[config.mk]
export PLATFORM = sky130hd
export DESIGN_NAME = snoop_coherence_ctrl
export DESIGN_NICKNAME = d
export VERILOG_FILES = /design/src/rtl/coh_pkg.sv /design/src/rtl/coh_datapath.sv /design/src/rtl/coh_control.sv /design/src/rtl/snoop_coherence_ctrl.sv
export SDC_FILE = /design/constraint.sdc
export NUM_CORES = 1
export LEC_CHECK = 0
export CAP_MARGIN = 20
export CORE_ASPECT_RATIO = 0.6
export CORE_UTILIZATION = 40
export DETAILED_ROUTE_END_ITERATION = 16
export PLACE_DENSITY = 0.59
export SYNTH_ARGS = -nofsm -noshare
export SYNTH_HDL_FRONTEND = slang
export SYNTH_SLANG_ARGS = --single-unit
[constraint.sdc]
create_clock -name clk -period 5.54 [get_ports clk]
set_input_delay 0.554 -clock clk [delete_from_list [all_inputs] [get_ports clk]]
set_output_delay 0.554 -clock clk [all_outputs]
set_load 0.1 [all_outputs]
[src/rtl/coh_pkg.sv]
package coh_pkg;

  typedef enum logic [1:0] {
    BLK_INV = 2'd0,
    BLK_SHR = 2'd1,
    BLK_EXC = 2'd2
  } blkState_t;

  typedef enum logic [1:0] {
    OP_RDMISS = 2'd0,
    OP_WRMISS = 2'd1,
    OP_WRBACK = 2'd2
  } busOp_t;

  typedef enum logic {
    CTL_IDLE = 1'b0,
    CTL_WAIT = 1'b1
  } ctlState_t;

  // Strobes from the control FSM to the tag/state datapath
  typedef struct packed {
    logic installEn;
    logic installExcl;
    logic upgradeEn;
    logic evictEn;
    logic pendSet;
  } ctlStrobe_t;

endpackage

[src/rtl/coh_datapath.sv]
module coh_datapath
  import coh_pkg::*;
#(
  parameter int ADDR_W = 12,
  parameter int IDX_W  = 3
) (
  input  logic              clk,
  input  logic              rstN,
  input  logic [ADDR_W-1:0] cpuAddr,
  input  ctlStrobe_t        strobe,
  input  logic              snoopValid,
  input  logic [1:0]        snoopOp,
  input  logic [ADDR_W-1:0] snoopAddr,
  input  logic              respValid,
  input  logic [IDX_W-1:0]  respIdx,
  output logic              cpuTagHit,
  output blkState_t         cpuState,
  output logic [ADDR_W-1:0] victimAddr,
  output logic              pendHere,
  output logic              snoopConflict,
  output logic              snoopWbValid,
  output logic [ADDR_W-1:0] snoopWbAddr
);

  localparam int SETS  = 1 << IDX_W;
  localparam int TAG_W = ADDR_W - IDX_W;

  blkState_t        cpuStArr  [SETS];
  logic [TAG_W-1:0] cpuTagArr [SETS];
  blkState_t        snpStArr  [SETS];
  logic [TAG_W-1:0] snpTagArr [SETS];
  logic [SETS-1:0]  pendVec;

  logic [IDX_W-1:0] cIdx, sIdx;
  logic [TAG_W-1:0] cTag, sTag;
  blkState_t        snpCur, snpNext;
  logic             snpHit, snpUpd;

  assign cIdx = cpuAddr[IDX_W-1:0];
  assign cTag = cpuAddr[ADDR_W-1:IDX_W];
  assign sIdx = snoopAddr[IDX_W-1:0];
  assign sTag = snoopAddr[ADDR_W-1:IDX_W];

  // Processor-side lookup
  assign cpuState   = cpuStArr[cIdx];
  assign cpuTagHit  = (cpuTagArr[cIdx] == cTag);
  assign victimAddr = {cpuTagArr[cIdx], cIdx};
  assign pendHere   = pendVec[cIdx];

  // Snoop-side lookup on its own copy
  assign snpCur        = snpStArr[sIdx];
  assign snpHit        = snoopValid && (snpTagArr[sIdx] == sTag) && (snpCur != BLK_INV);
  assign snoopConflict = snoopValid && (sIdx == cIdx);

  always_comb begin
    snpNext = snpCur;
    snpUpd  = 1'b0;
    if (snpHit) begin
      if (snoopOp == OP_RDMISS && snpCur == BLK_EXC) begin
        snpNext = BLK_SHR;
        snpUpd  = 1'b1;
      end else if (snoopOp == OP_WRMISS) begin
        snpNext = BLK_INV;
        snpUpd  = 1'b1;
      end
    end
  end

  assign snoopWbValid = snpHit && (snpCur == BLK_EXC) &&
                        (snoopOp == OP_RDMISS || snoopOp == OP_WRMISS);
  assign snoopWbAddr  = snoopAddr;

  // Both copies receive every update; snoop wins on its own set
  always_ff @(posedge clk) begin
    if (!rstN) begin
      for (int s = 0; s < SETS; s++) begin
        cpuStArr[s]  <= BLK_INV;
        snpStArr[s]  <= BLK_INV;
        cpuTagArr[s] <= '0;
        snpTagArr[s] <= '0;
      end
      pendVec <= '0;
    end else begin
      for (int s = 0; s < SETS; s++) begin
        if (snpUpd && sIdx == IDX_W'(s)) begin
          cpuStArr[s] <= snpNext;
          snpStArr[s] <= snpNext;
        end else if (cIdx == IDX_W'(s)) begin
          if (strobe.evictEn) begin
            cpuStArr[s] <= BLK_INV;
            snpStArr[s] <= BLK_INV;
          end else if (strobe.upgradeEn) begin
            cpuStArr[s] <= BLK_EXC;
            snpStArr[s] <= BLK_EXC;
          end else if (strobe.installEn) begin
            cpuStArr[s]  <= strobe.installExcl ? BLK_EXC : BLK_SHR;
            snpStArr[s]  <= strobe.installExcl ? BLK_EXC : BLK_SHR;
            cpuTagArr[s] <= cTag;
            snpTagArr[s] <= cTag;
          end
        end
        if (strobe.pendSet && cIdx == IDX_W'(s)) begin
          pendVec[s] <= 1'b1;
        end else if (respValid && respIdx == IDX_W'(s)) begin
          pendVec[s] <= 1'b0;
        end
      end
    end
  end

  AST_UPGRADE_FROM_SHARED: assert property (@(posedge clk) disable iff (!rstN)
    strobe.upgradeEn |-> (cpuState == BLK_SHR && cpuTagHit));

  AST_SNOOP_WB_CLEARS_EXCL: assert property (@(posedge clk) disable iff (!rstN)
    snoopWbValid |=> (snpStArr[$past(sIdx)] != BLK_EXC));

endmodule

[src/rtl/coh_control.sv]
module coh_control
  import coh_pkg::*;
#(
  parameter int ADDR_W = 12
) (
  input  logic              clk,
  input  logic              rstN,
  input  logic              cpuReqValid,
  input  logic              cpuReqWrite,
  input  logic [ADDR_W-1:0] cpuReqAddr,
  input  logic              cpuTagHit,
  input  blkState_t         cpuState,
  input  logic [ADDR_W-1:0] victimAddr,
  input  logic              pendHere,
  input  logic              snoopConflict,
  input  logic              busReqReady,
  input  logic              busRespValid,
  input  logic [ADDR_W-1:0] busRespAddr,
  output logic              cpuDone,
  output logic              busReqValid,
  output logic [1:0]        busReqOp,
  output logic [ADDR_W-1:0] busReqAddr,
  output ctlStrobe_t        strobe
);

  ctlState_t st, stNext;
  logic      hit, victimDirty;

  assign hit         = cpuTagHit && (cpuState != BLK_INV);
  assign victimDirty = !cpuTagHit && (cpuState == BLK_EXC);

  always_comb begin
    stNext      = st;
    cpuDone     = 1'b0;
    busReqValid = 1'b0;
    busReqOp    = OP_RDMISS;
    busReqAddr  = cpuReqAddr;
    strobe      = '0;
    case (st)
      CTL_IDLE: begin
        if (cpuReqValid && !snoopConflict) begin
          if (hit && (!cpuReqWrite || cpuState == BLK_EXC)) begin
            cpuDone = 1'b1;
          end else if (!pendHere) begin
            busReqValid = 1'b1;
            if (victimDirty) begin
              busReqOp       = OP_WRBACK;
              busReqAddr     = victimAddr;
              strobe.evictEn = busReqReady;
            end else begin
              busReqOp = cpuReqWrite ? OP_WRMISS : OP_RDMISS;
              if (busReqReady) begin
                strobe.pendSet = 1'b1;
                if (hit) begin
                  strobe.upgradeEn = 1'b1;
                end else begin
                  strobe.installEn   = 1'b1;
                  strobe.installExcl = cpuReqWrite;
                end
                if (cpuReqWrite) cpuDone = 1'b1;
                else             stNext  = CTL_WAIT;
              end
            end
          end
        end
      end
      CTL_WAIT: begin
        if (busRespValid && busRespAddr == cpuReqAddr) begin
          cpuDone = 1'b1;
          stNext  = CTL_IDLE;
        end
      end
      default: stNext = CTL_IDLE;
    endcase
  end

  always_ff @(posedge clk) begin
    if (!rstN) st <= CTL_IDLE;
    else       st <= stNext;
  end

  AST_NO_OP_WHILE_PENDING: assert property (@(posedge clk) disable iff (!rstN)
    busReqValid |-> !pendHere);

  AST_SNOOP_GOES_FIRST: assert property (@(posedge clk) disable iff (!rstN)
    (snoopConflict && st == CTL_IDLE) |-> (!busReqValid && !cpuDone));

  AST_WRITEBACK_BEFORE_MISS: assert property (@(posedge clk) disable iff (!rstN)
    (busReqValid && busReqOp != OP_WRBACK) |-> !(cpuState == BLK_EXC && !cpuTagHit));

endmodule

[src/rtl/snoop_coherence_ctrl.sv]
module snoop_coherence_ctrl
  import coh_pkg::*;
#(
  parameter int ADDR_W = 12,
  parameter int IDX_W  = 3
) (
  input  logic              clk,
  input  logic              rstN,
  input  logic              cpuReqValid,
  input  logic              cpuReqWrite,
  input  logic [ADDR_W-1:0] cpuReqAddr,
  output logic              cpuDone,
  output logic              busReqValid,
  input  logic              busReqReady,
  output logic [1:0]        busReqOp,
  output logic [ADDR_W-1:0] busReqAddr,
  input  logic              busRespValid,
  input  logic [ADDR_W-1:0] busRespAddr,
  input  logic              snoopValid,
  input  logic [1:0]        snoopOp,
  input  logic [ADDR_W-1:0] snoopAddr,
  output logic              snoopWbValid,
  output logic [ADDR_W-1:0] snoopWbAddr
);

  ctlStrobe_t        strobe;
  logic              cpuTagHit, pendHere, snoopConflict;
  blkState_t         cpuState;
  logic [ADDR_W-1:0] victimAddr;

  coh_datapath #(.ADDR_W(ADDR_W), .IDX_W(IDX_W)) i_datapath (
    .clk          (clk),
    .rstN         (rstN),
    .cpuAddr      (cpuReqAddr),
    .strobe       (strobe),
    .snoopValid   (snoopValid),
    .snoopOp      (snoopOp),
    .snoopAddr    (snoopAddr),
    .respValid    (busRespValid),
    .respIdx      (busRespAddr[IDX_W-1:0]),
    .cpuTagHit    (cpuTagHit),
    .cpuState     (cpuState),
    .victimAddr   (victimAddr),
    .pendHere     (pendHere),
    .snoopConflict(snoopConflict),
    .snoopWbValid (snoopWbValid),
    .snoopWbAddr  (snoopWbAddr)
  );

  coh_control #(.ADDR_W(ADDR_W)) i_control (
    .clk          (clk),
    .rstN         (rstN),
    .cpuReqValid  (cpuReqValid),
    .cpuReqWrite  (cpuReqWrite),
    .cpuReqAddr   (cpuReqAddr),
    .cpuTagHit    (cpuTagHit),
    .cpuState     (cpuState),
    .victimAddr   (victimAddr),
    .pendHere     (pendHere),
    .snoopConflict(snoopConflict),
    .busReqReady  (busReqReady),
    .busRespValid (busRespValid),
    .busRespAddr  (busRespAddr),
    .cpuDone      (cpuDone),
    .busReqValid  (busReqValid),
    .busReqOp     (busReqOp),
    .busReqAddr   (busReqAddr),
    .strobe       (strobe)
  );

  AST_SNOOP_WB_ONLY_ON_MISS: assert property (@(posedge clk) disable iff (!rstN)
    snoopWbValid |-> (snoopValid && snoopOp != 2'd2));

endmodule

; Word level (Yosys, flattened, before mapping)
; Memory sizes are Yosys's and may differ from the RTL's.
; Index checks and enable logic that the tools add are counted.
[word_totals]
inputBits = 45
ramBits = 176
word_cells = 451
latchBits = 0
ff_bits = 9
out_inout_bits = 29
mem_bits_ro = 0
n_memories = 4
[op_classes]
mux = 274
multipliers = 0
bitwise = 81
eq_ne = 28
addsub = 0
n_lt_le_gt_ge = 1
shift = 0
reduce_logical = 54
n_div = 0
[mem_list]
columns = memory, words, width, read_ports, rd_clocked_by_memory_dff, wr, line_no
row1 = i_datapath.cpuTagArr, 8, 9, 1, 0, 8, coh_datapath.sv:29  ; logic [TAG_W-1:0] cpuTagArr [SETS];
row2 = i_datapath.snpTagArr, 8, 9, 1, 0, 8, coh_datapath.sv:31  ; logic [TAG_W-1:0] snpTagArr [SETS];
row3 = i_datapath.cpuStArr, 8, 2, 1, 0, 8, coh_datapath.sv:28  ; blkState_t cpuStArr [SETS];
row4 = i_datapath.snpStArr, 8, 2, 1, 0, 8, coh_datapath.sv:30  ; blkState_t snpStArr [SETS];
[op_table]
columns = cell, count
row1 = $mux 1, 170
row2 = $mux 2, 74
row3 = $mux 9, 16
row4 = $or 1x1->1, 80
row5 = $mux 12, 5
row6 = $eq 3x3->1 const B, 12
row7 = $logic_and 1x1->1, 35
row8 = $mux 5, 4
row9 = $reduce_bool 2->1, 10
row10 = $eq 3x2->1 const B, 6
row11 = $eq 9x9->1, 2
row12 = $eq 12x12->1, 1
row13 = $eq 3x1->1 const B, 3
row14 = $logic_not 3->1, 3
row15 = $mux 3, 2
row16 = $eq 2x2->1 const B, 2
row17 = $lt 3x4->1 const B, 1
row18 = $pmux 1 s2, 2
row19 = $bmux 1 s3, 1
row20 = $eq 3x3->1, 1
row21 = $logic_not 1->1, 3
row22 = $eq 2x1->1 const B, 1
row23 = $logic_not 2->1, 1
row24 = $logic_or 1x1->1, 2
row25 = $not 1->1, 1

; Depth between registers and ports, before layout
; Gate-level depths: netlist (run 1).
; An unclocked memory read counts as a cell.
[logic_depth]
ltp_word = 18
ltp_mapped = 13
ltp_nobuf = 9

; By module
; A second synthesis (run 1) with hierarchy kept.
[unflattened]
cells_unflattened = 617
hier_area_um2 = 6696.4
[modules_own_cells]
columns = module, seq_area_each_um2, area_each_um2, cells_each, instances
row1 = coh_datapath, 2802.7, 6187.2, 560, 1
row2 = coh_control, 20.0, 509.2, 57, 1

; Worst setup path after synthesis (run 1)
; Ideal clock, no wire load.
[synth_path]
kind = input port to output port
startpoint = input port cpuReqAddr[1]
endpoint = output port busReqAddr[10]
t_required_ns = 4.986
t_arrival_ns = 4.039
setup_slack_ns = 0.947
stages = 11
n_path_buf = 3
cell_sequence = buf_4 > buf_4 > buf_6 > mux2i_1 > a211oi_1 > xnor2_1 > nand4_2 > nor3_2 > nor2_1 > nand2_2 > mux2i_1
[synth_between]
elab_chain_len = 9
elab_cells_between_ends = 21
cone_classes = eq/ne (3) / mux (7) / reduce/logical (9) / memory (2)
[synth_rtl]
columns = item, line_no
row1 = start: declaration, snoop_coherence_ctrl.sv:11  ; input logic [ADDR_W-1:0] cpuReqAddr,
row2 = $mem_v2 8x9, --
row3 = $eq 9x9->1, coh_datapath.sv:46  ; assign cpuTagHit = (cpuTagArr[cIdx] == cTag);
row4 = $logic_not 1->1, coh_control.sv:30  ; assign victimDirty = !cpuTagHit && (cpuState == BLK_EXC);
row5 = $logic_and 1x1->1, coh_control.sv:30
row6 = $mux 12, coh_control.sv:46  ; if (victimDirty) begin
row7 = $mux 12, coh_control.sv:44  ; end else if (!pendHere) begin
row8 = $mux 12, coh_control.sv:42  ; if (hit && (!cpuReqWrite || cpuState == BLK_EXC)) begin
row9 = $mux 12 (*), coh_control.sv:41  ; if (cpuReqValid && !snoopConflict) begin
row10 = $mux 12 (*), coh_control.sv:39  ; case (st)
row11 = end: declaration, snoop_coherence_ctrl.sv:16  ; output logic [ADDR_W-1:0] busReqAddr,
; Mark *: on every way between the ends. The rest lies on a longest branch, timed or not. The select of a mux whose other input is x is not followed.

; Worst setup path after layout (run 1)
[layout_path]
startpoint = input port cpuReqAddr[0]
endpoint = output port busReqAddr[4]
; Same word-level chain as after synthesis.

==> summary.txt, run 1 <==
Global route
  – Grt met1 use: 39.9%
  – Initial antenna violation count: 1
  – Largest net degree at the start of global routing: 36
  – First-pass GRT wire length: 33.4 mm
  – GR Layer Usage met2: 36.8%
  – Global-route track usage on met3: 11.3%
  – GRT Total Usage: 27.3%
  – Vias in the first global route: 5,291
  – Grt ovf: 0
  – Top Usage Layer GRT: met1

Logic synthesis
  – Share of the yosys chip area belonging to registers: 43.1%
  – Syn Area/Cell: 10.5 µm²
  – Most area-consuming cells after synthesis: edfxtp_1 40%, mux2i_1 5.2%, mux2_2 4.6%
  – Netlist Area Pre-Place: 6550 µm²
  – Synth warn: 0
  – Register bit total from synthesis: 97
  – Post-synth EDFFs: 88
  – Distinct cells, synth: 74
  – Ys async rst share: 0%
  – Synth area leader: edfxtp_1
  – Most frequent cell after synthesis: edfxtp_1
  – Post-Syn Nets: 666
  – Post-Synthesis Cells: 621
  – Synth Flop Type: edfxtp_1
  – Commonest cells post-synth: 88 x edfxtp_1, 53 x nor2_1, 34 x mux2i_1
  – Synth top area share: 40.4%

Clocking
  – CTS buffer count: 9
  – Root Buffer: clkbuf_16
  – CTS H-tree lvls: 3
  – CTS sink cnt: 97
  – Post-cts gate resize count: 0
  – Hold-fix buffers, CTS: 0
  – Post CTS Setup Buffer Count: 0
  – Reg clk slew, reported paths: 0.06 ns
  – CTS tree: done
  – Worst skew pair latency: 0.35 ns
  – Clock buffer depth: 2

Critical path
  – R2R Setup Slk: 1.80 ns
  – Worst reg2reg path endpoint: i_datapath.cpuTagArr[2][5]$_SDFFCE_PN0P_
  – CP bufs+invs: 2
  – CP max-delay cell: clkdlybuf4s50_1
  – CP max stage delay: 0.99 ns
  – Crit path cell chain: clkdlybuf4s50_1 > nand2b_1 > o22ai_1 > a211oi_1 > xnor2_1 > nand4_2 > nor3_2 > nor2_1 > nand2_2 > mux2i_1 > buf_12
  – Crit path max-delay family: simple AND/OR/NAND/NOR gates
  – Setup crit start kind: primary input
  – Reg2Reg Launch Point: i_datapath.cpuStArr[2][0]$_SDFFCE_PN0P_
  – Critical Path RT: 4.99 ns
  – CP Capture Type: output port
  – Crit Path Max Fanout: 20
  – Length in cells of the worst reg-to-reg path: 6
  – Crit path DAT: 4.39 ns
  – Crit Path Category: in -> out

Power
  – Power Total: 2.07 mW
  – Logic pwr share: 25.7%
  – Internal: 1.41 mW
  – Leak pwr: 2.88 nW
  – PD cells: 266 nW/µm²
  – Sw Share: 31.9%
  – Switching Power: 0.660 mW
  – Share of power burned in registers: 41.0%
  – Max VDD drop: 121 µV
  – Clock network fraction of total power: 33.2%

Flow run
  – Max_cap viols: 0

Floorplanning
  – Core box area: 15,700 µm²
  – Vert. Die Dim: 101 µm
  – Die Area: 16,900 µm²
  – I/O pin count: 74
  – Die Wd: 167 µm
  – Starting density of the core: 41.8%
  – Row cnt: 35

Placed design
  – DP Worst Slack: 0.665 ns
  – GPL Wtd Cong: 0.991
  – IO buf count: 73
  – Dpl hpwl: 17.0 mm
  – Placed insts: 869

STA
  – Post-route setup slack: 0.600 ns
  – Minimum clock period: 4.94 ns
  – Fmax: 202 MHz
  – Hold slack final: 0.521 ns
  – Clk_skew: 0.0105 ns
  – Slew HR: 31.1%
  – Worst Tran Pin Value: 1.03 ns
  – RSZ-0062 raised after global routing: false
  – Fin crit share: 89.2%
  – Final Hold Fails: 0
  – Slew Viols, Final: 0
  – Final TNS setup: 0 ns
  – Final setup violation count: 0

Final layout
  – Layout cells sized above 1: 17.0%
  – Area delta synth->final: 18.9%
  – Non-filler cells, final: 885
  – Antenna diodes: 0
  – Fillers: 1,420
  – Post-layout net count: 722

Drt
  – 1st-pass router iterations: 5
  – Post-DRT Antenna Nets: 0
  – Wirelength per Cell: 25.2 µm
  – Vias: 5,500
  – Initial DRC count: 623
  – # DRC: 0
  – Routed wire length: 22.3 mm
  – Number of vias per cell: 6.21

Hold path
  – Type of the worst min-delay path: reg -> reg
  – Hold Path Sink: i_control.st$_SDFF_PN0_
  – Hold path depth: 2
  – Hold Startpoint: i_control.st$_SDFF_PN0_

Run status
  – Status: completed
[cell families (layout without fill, tap and decap cells)]
group,Yosys count,in the layout,synth area share (%)
compound gates,120,120,13.4
xor+xnor,32,32,4.28
buf+inv,81,142,6.92
flops,97,97,43.1
mux,77,77,14.5
simple gates,214,214,17.8
[placed cells by master, fill, tap and decap left out, types with 8 or more instances in the layout]
master / instances
buf_4: 30
clkbuf_16: 9
o21ai_0: 16
nand3_1: 9
nand2_1: 33
nand2b_1: 11
a211oi_1: 16
clkdlybuf4s50_1: 57
xor2_1: 9
and2_1: 16
mux2_2: 27
dfxtp_1: 9
buf_12: 10
nor3_1: 31
xnor2_1: 23
mux2i_1: 34
a21oi_1: 12
nor2_1: 53
inv_1: 27
nor2b_1: 16
o22ai_1: 19
mux4_2: 8
edfxtp_1: 88
[tightest hold or removal path: cells and delay by family (launching register included)]
family | cells | cell delay (ns)
and+or+nand+nor | 1 | 0.07
DFF | 1 | 0.35
AOI/OAI and AO/OA | 1 | 0.07
[per-layer routing]
layer	vias up	part of all wire [%]	wire, µm
li1	2430	-	-
met1	2667	45	10000
met2	362	39	8760
met3	41	14	3110
met4	0	1.8	411
met5	-	0	0
[state kept, by name, indices dropped and copies added (netlist names)]
register	cells
i_datapath.pendVec	8
i_datapath.snpStArr	14
i_datapath.cpuTagArr	63
i_datapath.snpTagArr	9
i_datapath.cpuStArr	2
i_control.st	1
[cell type report]
type	count	area [µm²]	share of cell area, %
Clock buffer	9	225	2.89
Clock inverter	7	91.3	1.17
Inverter	27	101	1.30
Multi-Input combinational cell	443	3280	42.2
Sequential cell	97	2820	36.3
Tap cell	203	254	3.26
Timing Repair Buffer	99	1010	12.9
[power groups by stage]
stage	clock network, mW	logic (mW)	registers [mW]
3_5_place_dp	0	0.523	0.865
2_1_floorplan	0	0.353	0.855
5_1_grt	0.712	0.559	0.853
3_3_place_gp	0	0.523	0.865
6_report	0.688	0.533	0.850
4_1_cts	0.688	0.525	0.849
[per-stage QoR]
step | area (µm²) | util [%]
after CTS | 7780 | 49.6
after detailed placement | 7470 | 47.6
after floorplan | 6550 | -
final | 7780 | 49.6
after global routing | 7780 | 49.6
after global placement | 7460 | 47.6
[worst max path at each step]
stage,from,endpoint,slack (ns),cells past startpoint
floorplan,cpuReqAddr[1],busReqAddr[10],0.95,11
global placement,cpuReqAddr[0],i_datapath.cpuTagArr[2][6]$_SDFFCE_PN0P_,0.65,9
detailed placement,cpuReqAddr[0],i_datapath.cpuTagArr[2][0]$_SDFFCE_PN0P_,0.66,9
CTS,cpuReqAddr[0],busReqAddr[4],0.67,11
global route,cpuReqAddr[0],busReqAddr[4],0.37,11
finish,cpuReqAddr[0],busReqAddr[4],0.60,11
Power figures use the tool's default switching activity.
==> inputs of run 2 (changes only) <==
--- a/config.mk
+++ b/config.mk
@@ -8,7 +8,9 @@
 export CAP_MARGIN = 20
 export CORE_ASPECT_RATIO = 0.6
 export CORE_UTILIZATION = 40
+export CTS_BUF_LIST = sky130_fd_sc_hd__clkbuf_4
 export DETAILED_ROUTE_END_ITERATION = 16
+export GPL_ROUTABILITY_DRIVEN = 1
 export PLACE_DENSITY = 0.59
 export SYNTH_ARGS = -nofsm -noshare
 export SYNTH_HDL_FRONTEND = slang
==> constraint.sdc (replaced) <==
create_clock -name clk -period 4.8 [get_ports clk]
set_input_delay 0.48 -clock clk [delete_from_list [all_inputs] [get_ports clk]]
set_output_delay 0.48 -clock clk [all_outputs]
set_load 0.1 [all_outputs]
==> run 2 against run 1 <==
Hold slack worse by 0.00065 ns. Critical path depth increased by 1. Setup slack got worse by 0.38 ns. Sequential power grew 15%. Total power is 2.8% higher. Flip-flop and latch count stayed put. Clock skew is 0.021 ns higher. Sequential share of layout area barely moved. Combinational power rose by 19%. Wire length rose by 0.40%. Utilization is essentially flat. Clock power fell by 25%. Largest power group unchanged.
==> summary.txt, run 2 (synthesis gave the netlist of run 1 again) <==
Placed design
  – DP Worst Slack: 0.293 ns (-0.372 ns)
  – GPL Wtd Cong: 0.959 (-3.2%)
  – IO buf count: 73 (unchanged)
  – Dpl hpwl: 17.1 mm (+0.57%)

Floorplanning
  – Core box area: 15,700 µm² (unchanged)
  – I/O pin count: 74 (unchanged)
  – Die Area: 16,900 µm² (unchanged)
  – Row cnt: 35 (unchanged)
  – Vert. Die Dim: 101 µm (unchanged)
  – Die Wd: 167 µm (unchanged)
  – Starting density of the core: 41.8% (unchanged)

STA
  – Final TNS setup: 0 ns (unchanged)
  – Fin crit share: 95.3%
  – Post-route setup slack: 0.225 ns (-0.376 ns)
  – Slew Viols, Final: 0 (unchanged)
  – RSZ-0062 raised after global routing: false
  – Final setup violation count: 0 (unchanged)
  – Minimum clock period: 4.58 ns
  – Worst Tran Pin Value: 0.981 ns (-0.0457 ns)
  – Slew HR: 34.4% (+3.3 points)
  – Final Hold Fails: 0 (unchanged)
  – Clk_skew: 0.0314 ns (+0.0209 ns)
  – Fmax: 219 MHz

Global route
  – Initial antenna violation count: 0 (-1)
  – Grt ovf: 0 (unchanged)
  – GRT Total Usage: 27.3% (-0.042 points)
  – First-pass GRT wire length: 33.5 mm (+0.39%)
  – Largest net degree at the start of global routing: 54 (+50%)
  – Vias in the first global route: 5,258 (-0.62%)

Power
  – Max VDD drop: 151 µV (+25%)
  – PD cells: 273 nW/µm² (+2.8%)
  – Power Total: 2.13 mW (+2.8%)
  – Leak pwr: 2.88 nW (+0.25%)

Hold path
  – Hold Path Sink: i_control.st$_SDFF_PN0_
  – Hold path depth: 2 (unchanged)
  – Type of the worst min-delay path: reg -> reg
  – Hold Startpoint: i_control.st$_SDFF_PN0_

Critical path
  – Setup crit start kind: primary input
  – Worst Setup SP: cpuReqAddr[0]
  – Crit Path Category: in -> out
  – Length in cells of the worst reg-to-reg path: 8 (+2)
  – CP max stage delay: 0.76 ns (-0.23 ns)
  – Crit path max-delay family: simple AND/OR/NAND/NOR gates
  – CP Capture Type: output port
  – R2R Setup Slk: 1.40 ns (-0.40 ns)
  – CP max-delay cell: clkdlybuf4s50_1
  – Crit path DAT: 4.10 ns (-0.29 ns)
  – Crit Path Max Fanout: 12 (-40%)
  – CP bufs+invs: 3 (+1)
  – Worst reg2reg path endpoint: i_datapath.cpuTagArr[5][7]$_SDFFCE_PN0P_
  – Critical Path RT: 4.32 ns (-0.67 ns)
  – Crit path cell chain: clkdlybuf4s50_1 > nand2b_1 > o22ai_1 > a211oi_1 > buf_4 > xnor2_1 > nand4_2 > nor3_2 > nor2_1 > nand2_2 > mux2i_1 > buf_12
  – Reg2Reg Launch Point: i_datapath.cpuTagArr[3][6]$_SDFFCE_PN0P_

Final layout
  – Max reg flops: 63 (unchanged)
  – Commonest non-fill, non-tap cell in the layout: edfxtp_1
  – Most frequent cells in the layout: 88 x edfxtp_1, 57 x clkdlybuf4s50_1, 53 x nor2_1
  – Layout cells sized above 1: 18.7% (+1.7 points)
  – Area delta synth->final: 18.9% (about the same)
  – Top Registers: i_datapath.cpuTagArr: 63 flops, i_datapath.snpStArr: 14 flops, i_datapath.snpTagArr: 9 flops
  – Most flop-heavy register: i_datapath.cpuTagArr
  – Post-layout net count: 736 (+1.9%)
  – Antenna diodes: 0 (unchanged)
  – Fillers: 1,462 (+3.0%)

Clocking
  – Root Buffer: clkbuf_4
  – Hold-fix buffers, CTS: 0 (unchanged)
  – CTS sink cnt: 97 (unchanged)
  – Post CTS Setup Buffer Count: 0 (unchanged)
  – CTS tree: done
  – CTS buffer count: 9 (unchanged)
  – Worst skew pair latency: 0.47 ns (+0.12 ns)
  – CTS H-tree lvls: 3 (unchanged)
  – Reg clk slew, reported paths: 0.16 ns (+0.10 ns)
  – Clock buffer depth: 2 (unchanged)
  – Post-cts gate resize count: 0 (unchanged)

Drt
  – Post-DRT Antenna Nets: 0 (unchanged)
  – Number of vias per cell: 6.09 (-1.9%)
  – Routed wire length: 22.4 mm (+0.40%)
  – Initial DRC count: 635 (+1.9%)
  – Vias: 5,479 (-0.38%)
  – 1st-pass router iterations: 5 (unchanged)
  – # DRC: 0 (unchanged)
  – Wirelength per Cell: 24.9 µm (-1.2%)

Run status
  – Status: completed

Flow run
  – Max_cap viols: 0 (unchanged)
## run 2: metal layers
layer / track usage (%) / part of all wire (%) / vias up
met1: 40.8 / 48 / 2726
met2: 39.8 / 41 / 282
met3: 6.87 / 10 / 11
li1: - / - / 2460
met5: 0 / 0 / -
met4: 4.94 / 0.94 / 0
## run 2: worst max-delay path by stage
stage	endpoint	slack (ns)	cells past startpoint
3_5_place_dp	busReqAddr[10]	0.29	12
3_3_place_gp	i_datapath.snpTagArr[7][2]$_DFFE_PP_	0.23	11
2_1_floorplan	busReqAddr[10]	0.36	11
6_report	busReqAddr[10]	0.22	12
4_1_cts	busReqAddr[10]	0.26	12
5_1_grt	busReqAddr[10]	0.13	12
## run 2: cell type report
class,count,area (µm²),area share (%)
clock buffers,10,75.1,0.964
clock inverters,6,88.8,1.14
inverters,27,101,1.30
multi-input cells,443,3280,42.2
flip-flops and latches,97,2820,36.3
well taps,203,254,3.26
repair buffers,113,1160,14.9
## run 2: metrics by stage
step	utilization (%)	hold WS (ns)	area, µm²	std cells
2_1_floorplan	-	0.457	6550	621
3_3_place_gp	48.6	0.482	7620	883
3_5_place_dp	48.6	0.484	7620	883
4_1_cts	49.7	0.519	7790	899
5_1_grt	49.7	0.577	7790	899
6_report	49.7	0.521	7790	899
## run 2: tightest hold or removal path, stage by stage, from the launching register on
cell	delay, ns
dfxtp_1	0.36
a21oi_1	0.06
nor2_1	0.08
## run 2: power breakdown
part	switching [mW]	total [mW]	internal (mW)
registers	0.0223	0.979	0.957
logic	0.406	0.632	0.227
clock network	0.298	0.517	0.220
total	0.726	2.13	1.40
